## src/rtl/alu_pkg.sv

```systemverilog
package alu_pkg;
  localparam int FN_W = 3;

  typedef enum logic [FN_W-1:0] {
    FN_AND  = 3'd0,
    FN_OR   = 3'd1,
    FN_XOR  = 3'd2,
    FN_NOTA = 3'd3,
    FN_ADD  = 3'd4,
    FN_SUB  = 3'd5,
    FN_SUBR = 3'd6,
    FN_RSVD = 3'd7
  } alu_fn_e;
endpackage

```

## src/rtl/alu_logic_unit.sv

```systemverilog
module alu_logic_unit
  import alu_pkg::*;
#(
  parameter int W = 16
) (
  input  logic [W-1:0]    a,
  input  logic [W-1:0]    b,
  input  logic [FN_W-1:0] fn,
  output logic [W-1:0]    y
);
  always_comb begin
    case (alu_fn_e'(fn))
      FN_AND:  y = a & b;
      FN_OR:   y = a | b;
      FN_XOR:  y = a ^ b;
      FN_NOTA: y = ~a;
      default: y = '0;
    endcase
  end
endmodule

```

## src/rtl/alu_arith_unit.sv

```systemverilog
module alu_arith_unit
  import alu_pkg::*;
#(
  parameter int W = 16
) (
  input  logic [W-1:0]    a,
  input  logic [W-1:0]    b,
  input  logic            cin,
  input  logic [FN_W-1:0] fn,
  output logic [W-1:0]    sum,
  output logic            cout,
  output logic            ovr
);
  localparam int LOW_W = W - 1;

  logic          swap_en, inv_en, c_eff, c_msb, s_msb;
  logic [W-1:0]  x_op, y_sw, y_op;
  logic [LOW_W-1:0] s_low;

  assign swap_en = (alu_fn_e'(fn) == FN_SUBR);
  assign inv_en  = (alu_fn_e'(fn) == FN_SUB) || (alu_fn_e'(fn) == FN_SUBR);

  // swap stage, then invert stage
  assign x_op  = swap_en ? b : a;
  assign y_sw  = swap_en ? a : b;
  assign y_op  = inv_en ? ~y_sw : y_sw;
  assign c_eff = inv_en ? ~cin : cin;

  // low bits and top bit are added apart, so the carry into the top bit is visible
  assign {c_msb, s_low} = {1'b0, x_op[LOW_W-1:0]} + {1'b0, y_op[LOW_W-1:0]}
                        + {{LOW_W{1'b0}}, c_eff};
  assign {cout, s_msb}  = {1'b0, x_op[W-1]} + {1'b0, y_op[W-1]} + {1'b0, c_msb};

  assign sum = {s_msb, s_low};
  assign ovr = c_msb ^ cout;
endmodule

```

## src/rtl/alu_flag_unit.sv

```systemverilog
module alu_flag_unit #(
  parameter int W = 16
) (
  input  logic [W-1:0] y,
  output logic         zero,
  output logic         sign
);
  assign zero = ~|y;
  assign sign = y[W-1];
endmodule

```

## src/rtl/alu_seven_fn.sv

```systemverilog
module alu_seven_fn
  import alu_pkg::*;
#(
  parameter int W = 16
) (
  input  logic            clk,
  input  logic            rst,
  input  logic [W-1:0]    op_a,
  input  logic [W-1:0]    op_b,
  input  logic            carry_in,
  input  logic [FN_W-1:0] func_sel,
  output logic [W-1:0]    result,
  output logic            carry_out,
  output logic            zero_flag,
  output logic            sign_flag,
  output logic            ovf_flag
);
  logic [W-1:0] lg_y, ar_y, y_n;
  logic         ar_c, ar_v, c_n, v_n, z_n, s_n, is_arith;

  alu_logic_unit #(.W(W)) u_logic (
    .a(op_a), .b(op_b), .fn(func_sel), .y(lg_y)
  );

  alu_arith_unit #(.W(W)) u_arith (
    .a(op_a), .b(op_b), .cin(carry_in), .fn(func_sel),
    .sum(ar_y), .cout(ar_c), .ovr(ar_v)
  );

  assign is_arith = func_sel[FN_W-1] && (alu_fn_e'(func_sel) != FN_RSVD);

  always_comb begin
    if (is_arith) begin
      y_n = ar_y;
      c_n = ar_c;
      v_n = ar_v;
    end else begin
      y_n = lg_y;   // zero for the reserved code
      c_n = 1'b0;
      v_n = 1'b0;
    end
  end

  alu_flag_unit #(.W(W)) u_flags (
    .y(y_n), .zero(z_n), .sign(s_n)
  );

  always_ff @(posedge clk) begin
    if (rst) begin
      result    <= '0;
      carry_out <= 1'b0;
      ovf_flag  <= 1'b0;
      zero_flag <= 1'b1;
      sign_flag <= 1'b0;
    end else begin
      result    <= y_n;
      carry_out <= c_n;
      ovf_flag  <= v_n;
      zero_flag <= z_n;
      sign_flag <= s_n;
    end
  end

  AST_LOGIC_NO_CARRY: assert property (@(posedge clk) disable iff (rst)
    !$past(func_sel[FN_W-1]) |-> (!carry_out && !ovf_flag));
  AST_RESERVED_CLEAR: assert property (@(posedge clk) disable iff (rst)
    ($past(func_sel) == FN_RSVD) |-> (result == '0 && !carry_out && !ovf_flag));
  AST_ZERO_MATCH: assert property (@(posedge clk) disable iff (rst)
    zero_flag == (result == '0));
  AST_SIGN_MATCH: assert property (@(posedge clk) disable iff (rst)
    sign_flag == result[W-1]);
endmodule

```

## config.mk

```make
export PLATFORM = sky130hd
export DESIGN_NAME = alu_seven_fn
export DESIGN_NICKNAME = d
export VERILOG_FILES = /design/src/rtl/alu_pkg.sv /design/src/rtl/alu_logic_unit.sv /design/src/rtl/alu_arith_unit.sv /design/src/rtl/alu_flag_unit.sv /design/src/rtl/alu_seven_fn.sv
export SDC_FILE = /design/constraint.sdc
export NUM_CORES = 1
export LEC_CHECK = 0
export ABC_AREA = 1
export BUFFER_PORTS_ARGS = -buffer_cell sky130_fd_sc_hd__buf_4
export CAP_MARGIN = 20
export CELL_PAD_IN_SITES_DETAIL_PLACEMENT = 0
export CELL_PAD_IN_SITES_GLOBAL_PLACEMENT = 2
export CORE_ASPECT_RATIO = 1.25
export CORE_MARGIN = 5
export CORE_UTILIZATION = 29
export CTS_BUF_LIST = sky130_fd_sc_hd__clkbuf_2
export CTS_CLUSTER_SIZE = 10
export DETAILED_ROUTE_END_ITERATION = 10
export HOLD_SLACK_MARGIN = 0.06
export PLACE_DENSITY_LB_ADDON = 0.2
export SLEW_MARGIN = 20
export SYNTH_ARGS = -nofsm -noshare
export SYNTH_HDL_FRONTEND = slang
export SYNTH_HIERARCHICAL = 1
export SYNTH_SLANG_ARGS = --single-unit
```

## constraint.sdc

```tcl
create_clock -name clk -period 3.3 [get_ports clk]
set_input_delay 0.33 -clock clk [delete_from_list [all_inputs] [get_ports clk]]
set_output_delay 0.33 -clock clk [all_outputs]
set_load 0.05 [all_outputs]
```

# ---- Word level (Yosys, flattened, before mapping)
# Cells that the tools add are included.
dict set report totals {
  ram_bits 0
  memories 0
  input_bits 38
  output_inout_bits 20
  latchBits 0
  register_bits 20
  word_cells 35
  romBits 0
}
dict set report classes {
  n_eq_ne 6
  multipliers 0
  div_mod_pow 0
  n_reduce_logical 6
  magnitude_cmp 0
  mux 6
  shifts 0
  addsub 4
  bitwise 8
}
# cell n
set ops {}
lappend ops {{$mux 16} 4}
lappend ops {{$pmux 16 s4} 1}
lappend ops {{$not 16->16} 2}
lappend ops {{$add 15x15->16} 1}
lappend ops {{$add 16x1->16} 1}
lappend ops {{$and 16x16->16} 1}
lappend ops {{$or 16x16->16} 1}
lappend ops {{$reduce_or 16->1} 1}
lappend ops {{$xor 16x16->16} 1}
lappend ops {{$eq 3x2->1 const B} 2}
lappend ops {{$eq 3x3->1 const B} 2}
lappend ops {{$eq 3x1->1 const B} 1}
lappend ops {{$logic_not 3->1} 1}
lappend ops {{$ne 3x3->1 const B} 1}
lappend ops {{$add 1x1->2} 1}
lappend ops {{$add 2x1->2} 1}
lappend ops {{$not 1->1} 2}
lappend ops {{$reduce_or 2->1} 1}
lappend ops {{$logic_and 1x1->1} 1}
lappend ops {{$logic_not 1->1} 1}
lappend ops {{$logic_or 1x1->1} 1}
lappend ops {{$mux 1} 1}
lappend ops {{$xor 1x1->1} 1}

# ---- Depth between registers and ports, before layout
dict set report depth {
  ltp_word 10
  depth_mapped 27
  mapped_depth_nobuf 25
}

# ---- Modules after synthesis
# Netlist, hierarchy kept.
# module area_per_inst_um2 cells_each seq_area_each_um2 n_inst
set modules_own_cells {}
lappend modules_own_cells {alu_logic_unit 1544.0 239 0.0 1}
lappend modules_own_cells {alu_arith_unit 1490.2 285 0.0 1}
lappend modules_own_cells {alu_seven_fn 1037.2 145 400.4 1}
lappend modules_own_cells {alu_flag_unit 111.4 28 0.0 1}

# ---- Least setup slack after synthesis
# Ideal clock, no wire load.
dict set report synth_timing {
  path_type {input to register}
  startpoint {input func_sel[2]}
  endpoint {register zero_flag}
  path_stages 25
  path_slack_ns 0.017
  setup_time_ns 0.123
  path_buffers 2
  t_required_ns 3.177
  arrival_time_ns 3.160
  path_cell_list {nand2_1 -> nor2_4 -> inv_2 -> buf_6 -> buf_2 -> nand2_1 -> o21ai_1 -> ha_1 -> or2_2 -> nand3_1 -> nand2_1 -> nand2_1 -> nand2_1 -> inv_1 -> fa_1 -> inv_1 -> inv_1 -> nand3_1 -> nand2_1 -> inv_1 -> nor2_1 -> and2_1 -> nand2_1 -> nor2_1 -> or2_2}
}
dict set report synth_between {
  elab_chain_cells 10
  elab_cells_between_ends 22
  cone_classes {add/sub (4); eq/ne (6); mux (6); bitwise (1); reduce/logical (5)}
}
# element line
set synth_rtl {}
lappend synth_rtl {{from (decl)} alu_seven_fn.sv:11} ;# input logic [FN_W-1:0] func_sel,
lappend synth_rtl {{$eq 3x3->1} {alu_arith_unit.sv:20, alu_arith_unit.sv:21}}
lappend synth_rtl {{$mux 16} alu_arith_unit.sv:25} ;# assign y_sw = swap_en ? a : b;
lappend synth_rtl {{$not 16->16} alu_arith_unit.sv:26} ;# assign y_op = inv_en ? ~y_sw : y_sw;
lappend synth_rtl {{$mux 16} alu_arith_unit.sv:26}
lappend synth_rtl {{$add 15x15->16} alu_arith_unit.sv:30} ;# assign {c_msb, s_low} = {1'b0, x_op[LOW_W-1:0]} + {1'b0, y_op[LOW_W-1:0]}
lappend synth_rtl {{$add 16x1->16} alu_arith_unit.sv:31} ;# + {{LOW_W{1'b0}}, c_eff};
lappend synth_rtl {{$add 2x1->2 *} alu_arith_unit.sv:32} ;# assign {cout, s_msb} = {1'b0, x_op[W-1]} + {1'b0, y_op[W-1]} + {1'b0, c_msb};
lappend synth_rtl {{named net ar_y[15]} alu_seven_fn.sv:18} ;# logic [W-1:0] lg_y, ar_y, y_n;
lappend synth_rtl {{$mux 16 *} alu_seven_fn.sv:33} ;# if (is_arith) begin
lappend synth_rtl {{named net y_n[15]} alu_seven_fn.sv:18}
lappend synth_rtl {{$reduce_or 16->1 *} alu_flag_unit.sv:8} ;# assign zero = ~|y;
lappend synth_rtl {{$logic_not 1->1 *} alu_flag_unit.sv:8}
lappend synth_rtl {{named net z_n} alu_seven_fn.sv:19} ;# logic ar_c, ar_v, c_n, v_n, z_n, s_n, is_arith;
lappend synth_rtl {{to (signal assigned)} alu_seven_fn.sv:59} ;# zero_flag <= z_n;
lappend synth_rtl {{to (decl)} alu_seven_fn.sv:14} ;# output logic zero_flag,
# The timed path passes the listed nets; every way through them passes the cells marked *.
# A chain may end at the register's enable or synchronous reset.

# ---- Worst setup path in the final report
# Ends and elaborated chain as after synthesis.

==> run metrics <==
share of cells above drive strength 1 28.5%; Die X-Extent 117 um; drt via density 4.16; crit path max fanout 6; Area Growth Syn to Fin 25.5%; router iterations before antenna repair 4; worst slew pin tran 0.514 ns; Synth Net Count 784; Final GP Congestion 0.807; Req. time, crit path 3.53 ns; Unique masters post-synth 38; RSZ-0062 raised after global routing no; root cell of the clock tree clkbuf_2; critical path capture point type flip-flop; via count 4,072; met2 Use GR 21.9%; io pins 58; Inserted Clock Buffers 3; Main synth FF type dfxtp_1; CTS tree built; DR DRC count 0; DP Worst Slack -0.214 ns; Commonest cells post-synth inv_1 (192), nand2_1 (166), nor2_1 (58); CP bufs+invs 9; DP Area 5060 sq um; most used cell, CP nand2_1; largest net degree at the start of global routing 36; Starting Density 29.3%; FF+latch count, synth 20; crit-path max cell delay 0.44 ns; # clock sinks 20; Post-Synthesis Cells 697; MaxCap Viol Count 0; Seq/Total Area, Yosys 9.57%; Yosys warnings 6; GRT busiest layer met2; final WL 10,900 um; hpwl dp 9350 um; Comb pwr share 74.3%; Slew Limit Fails 0; EDFF count, synth 0; hold_ws 0.339 ns; total grt overflow 0; antenna violations before repair 1; Reg power frac 18.9%; Pint 743 uW; vias in the first global route 3,904; kind of cell adding the most delay to the critical path simple AND/OR/NAND/NOR gates; Layout fillers 1,549; NumNets Final 889; Relative slew margins 65.8%; area of the core 14,300 sq um; fmax 324 MHz; Fin. Hold Viols 0; first-pass GRT wire length 18,400 um; IO Port Bufs 57; Reg area 400 sq um; slowest CP cell fa_1; GR Util met3 0.822%; CTS H-tree depth 1; GRT Total Usage 12.8%; Synth area leader inv_1; clock share of power 6.8%; LEAKAGE 0.00317 uW; CP Class in -> reg; CP arrival 3.32 ns; Tcrit/Tclk final 93.6%; Multi-input gate area 2860 sq um; Pwr Density 276 nW/um^2; initial DRC count 119; Synth Cell Area 4180 sq um; row count 49; Final ANT Viol Nets 0; clock slew at reported path FFs 0.17 ns; GR Util met1 17.7%; largest cells by area after synthesis inv_1 (17%), nand2_1 (15%), ha_1 (14%); Final setup viols 0; fin util 36.8%; die area 16,900 sq um; share of the synthesized area in the top cell type 17.2%; Avg Cell Area, Syn 6.00 sq um; WL per Instance 11.1 um; clock buffer depth 2; CP Launch Type primary input; fin crit period 3.09 ns; Die Span Y 144 um; switching pwr 704 uW; hold crit path type in -> reg; status finished clean; Final Cell Area 5250 sq um; most frequent cell after synthesis inv_1; Final Worst Setup Slack 0.210 ns; async set-reset flop share out of synthesis 0%; switching share of total power 48.6%; Max VDD drop 0.000187 V
## layer usage
metal | part of all wire [%] | vias to the layer above
met4 | 0.83 | 0
met5 | 0 | -
met3 | 2.7 | 5
met2 | 46 | 60
met1 | 51 | 1761
li1 | - | 2246
## final cells by class
type,count,share of cell area [%]
multi-input combinational,456,54.5
clock buffer,3,0.286
inverter,197,14.2
tap,178,4.24
clock inverter,1,0.0715
antenna,1,0.0477
timing repair buffer,124,19.0
sequential,20,7.63
## final timing paths
| path | cells after the start | slack [ns] | startpoint | to |
|---|---|---|---|---|
| setup / recovery | 28 | 0.21 | func_sel[2] | zero_flag |
| hold / removal | 2 | 0.34 | rst | result[14] |
## cells in the final DEF (no fill, tap or decap), drive strengths merged, types with 4 or more instances in the layout
master	count
buf	123
xor2	20
nand2	188
nand3	58
nor3	19
nor2	68
clkbuf	4
o21ai	31
dfxtp	20
a21oi	7
ha	46
inv	197
## state kept, by name, indices dropped and copies added, names as in the netlist
signal	cells
carry_out	1
ovf_flag	1
result	16
sign_flag	1
zero_flag	1
## metrics by stage
step	cells	power, uW	setup TNS, ns
4_1_cts	967	1440	0
3_5_place_dp	963	1340	-0.214
5_1_grt	980	1620	0
3_3_place_gp	963	1330	-0.144
2_1_floorplan	697	977	0
6_report	980	1450	0
## repair_timing
action / CTS / global route
hold buffers: 0 / 0
resized for setup: 0 / 28
endpoints found under the setup margin: 0 / 1
setup buffers: 0 / 11
## kinds of logic (layout without fill, tap and decap cells)
| family | count (synthesis) | after routing | synth area share, % |
|---|---|---|---|
| other | 0 | 1 | 0 |
| AND/OR/NAND/NOR | 344 | 344 | 42.3 |
| flip-flops | 20 | 20 | 9.57 |
| XOR/XNOR | 22 | 22 | 4.61 |
| multiplexers | 1 | 1 | 0.239 |
| adder cells (fa/ha/maj) | 49 | 49 | 15.2 |
| buffers and inverters | 221 | 325 | 23.2 |
| AO/OA/AOI/OAI | 40 | 40 | 4.88 |
## power by group through the flow
stage	Combinational, uW	Sequential [uW]	Clock (uW)
floorplan	602	375	0
global placement	1050	280	0
detailed placement	1060	280	0
CTS	1060	275	106
global route	1230	277	110
finish	1070	274	98.1
No activity file was read; power rests on OpenSTA's default activity.
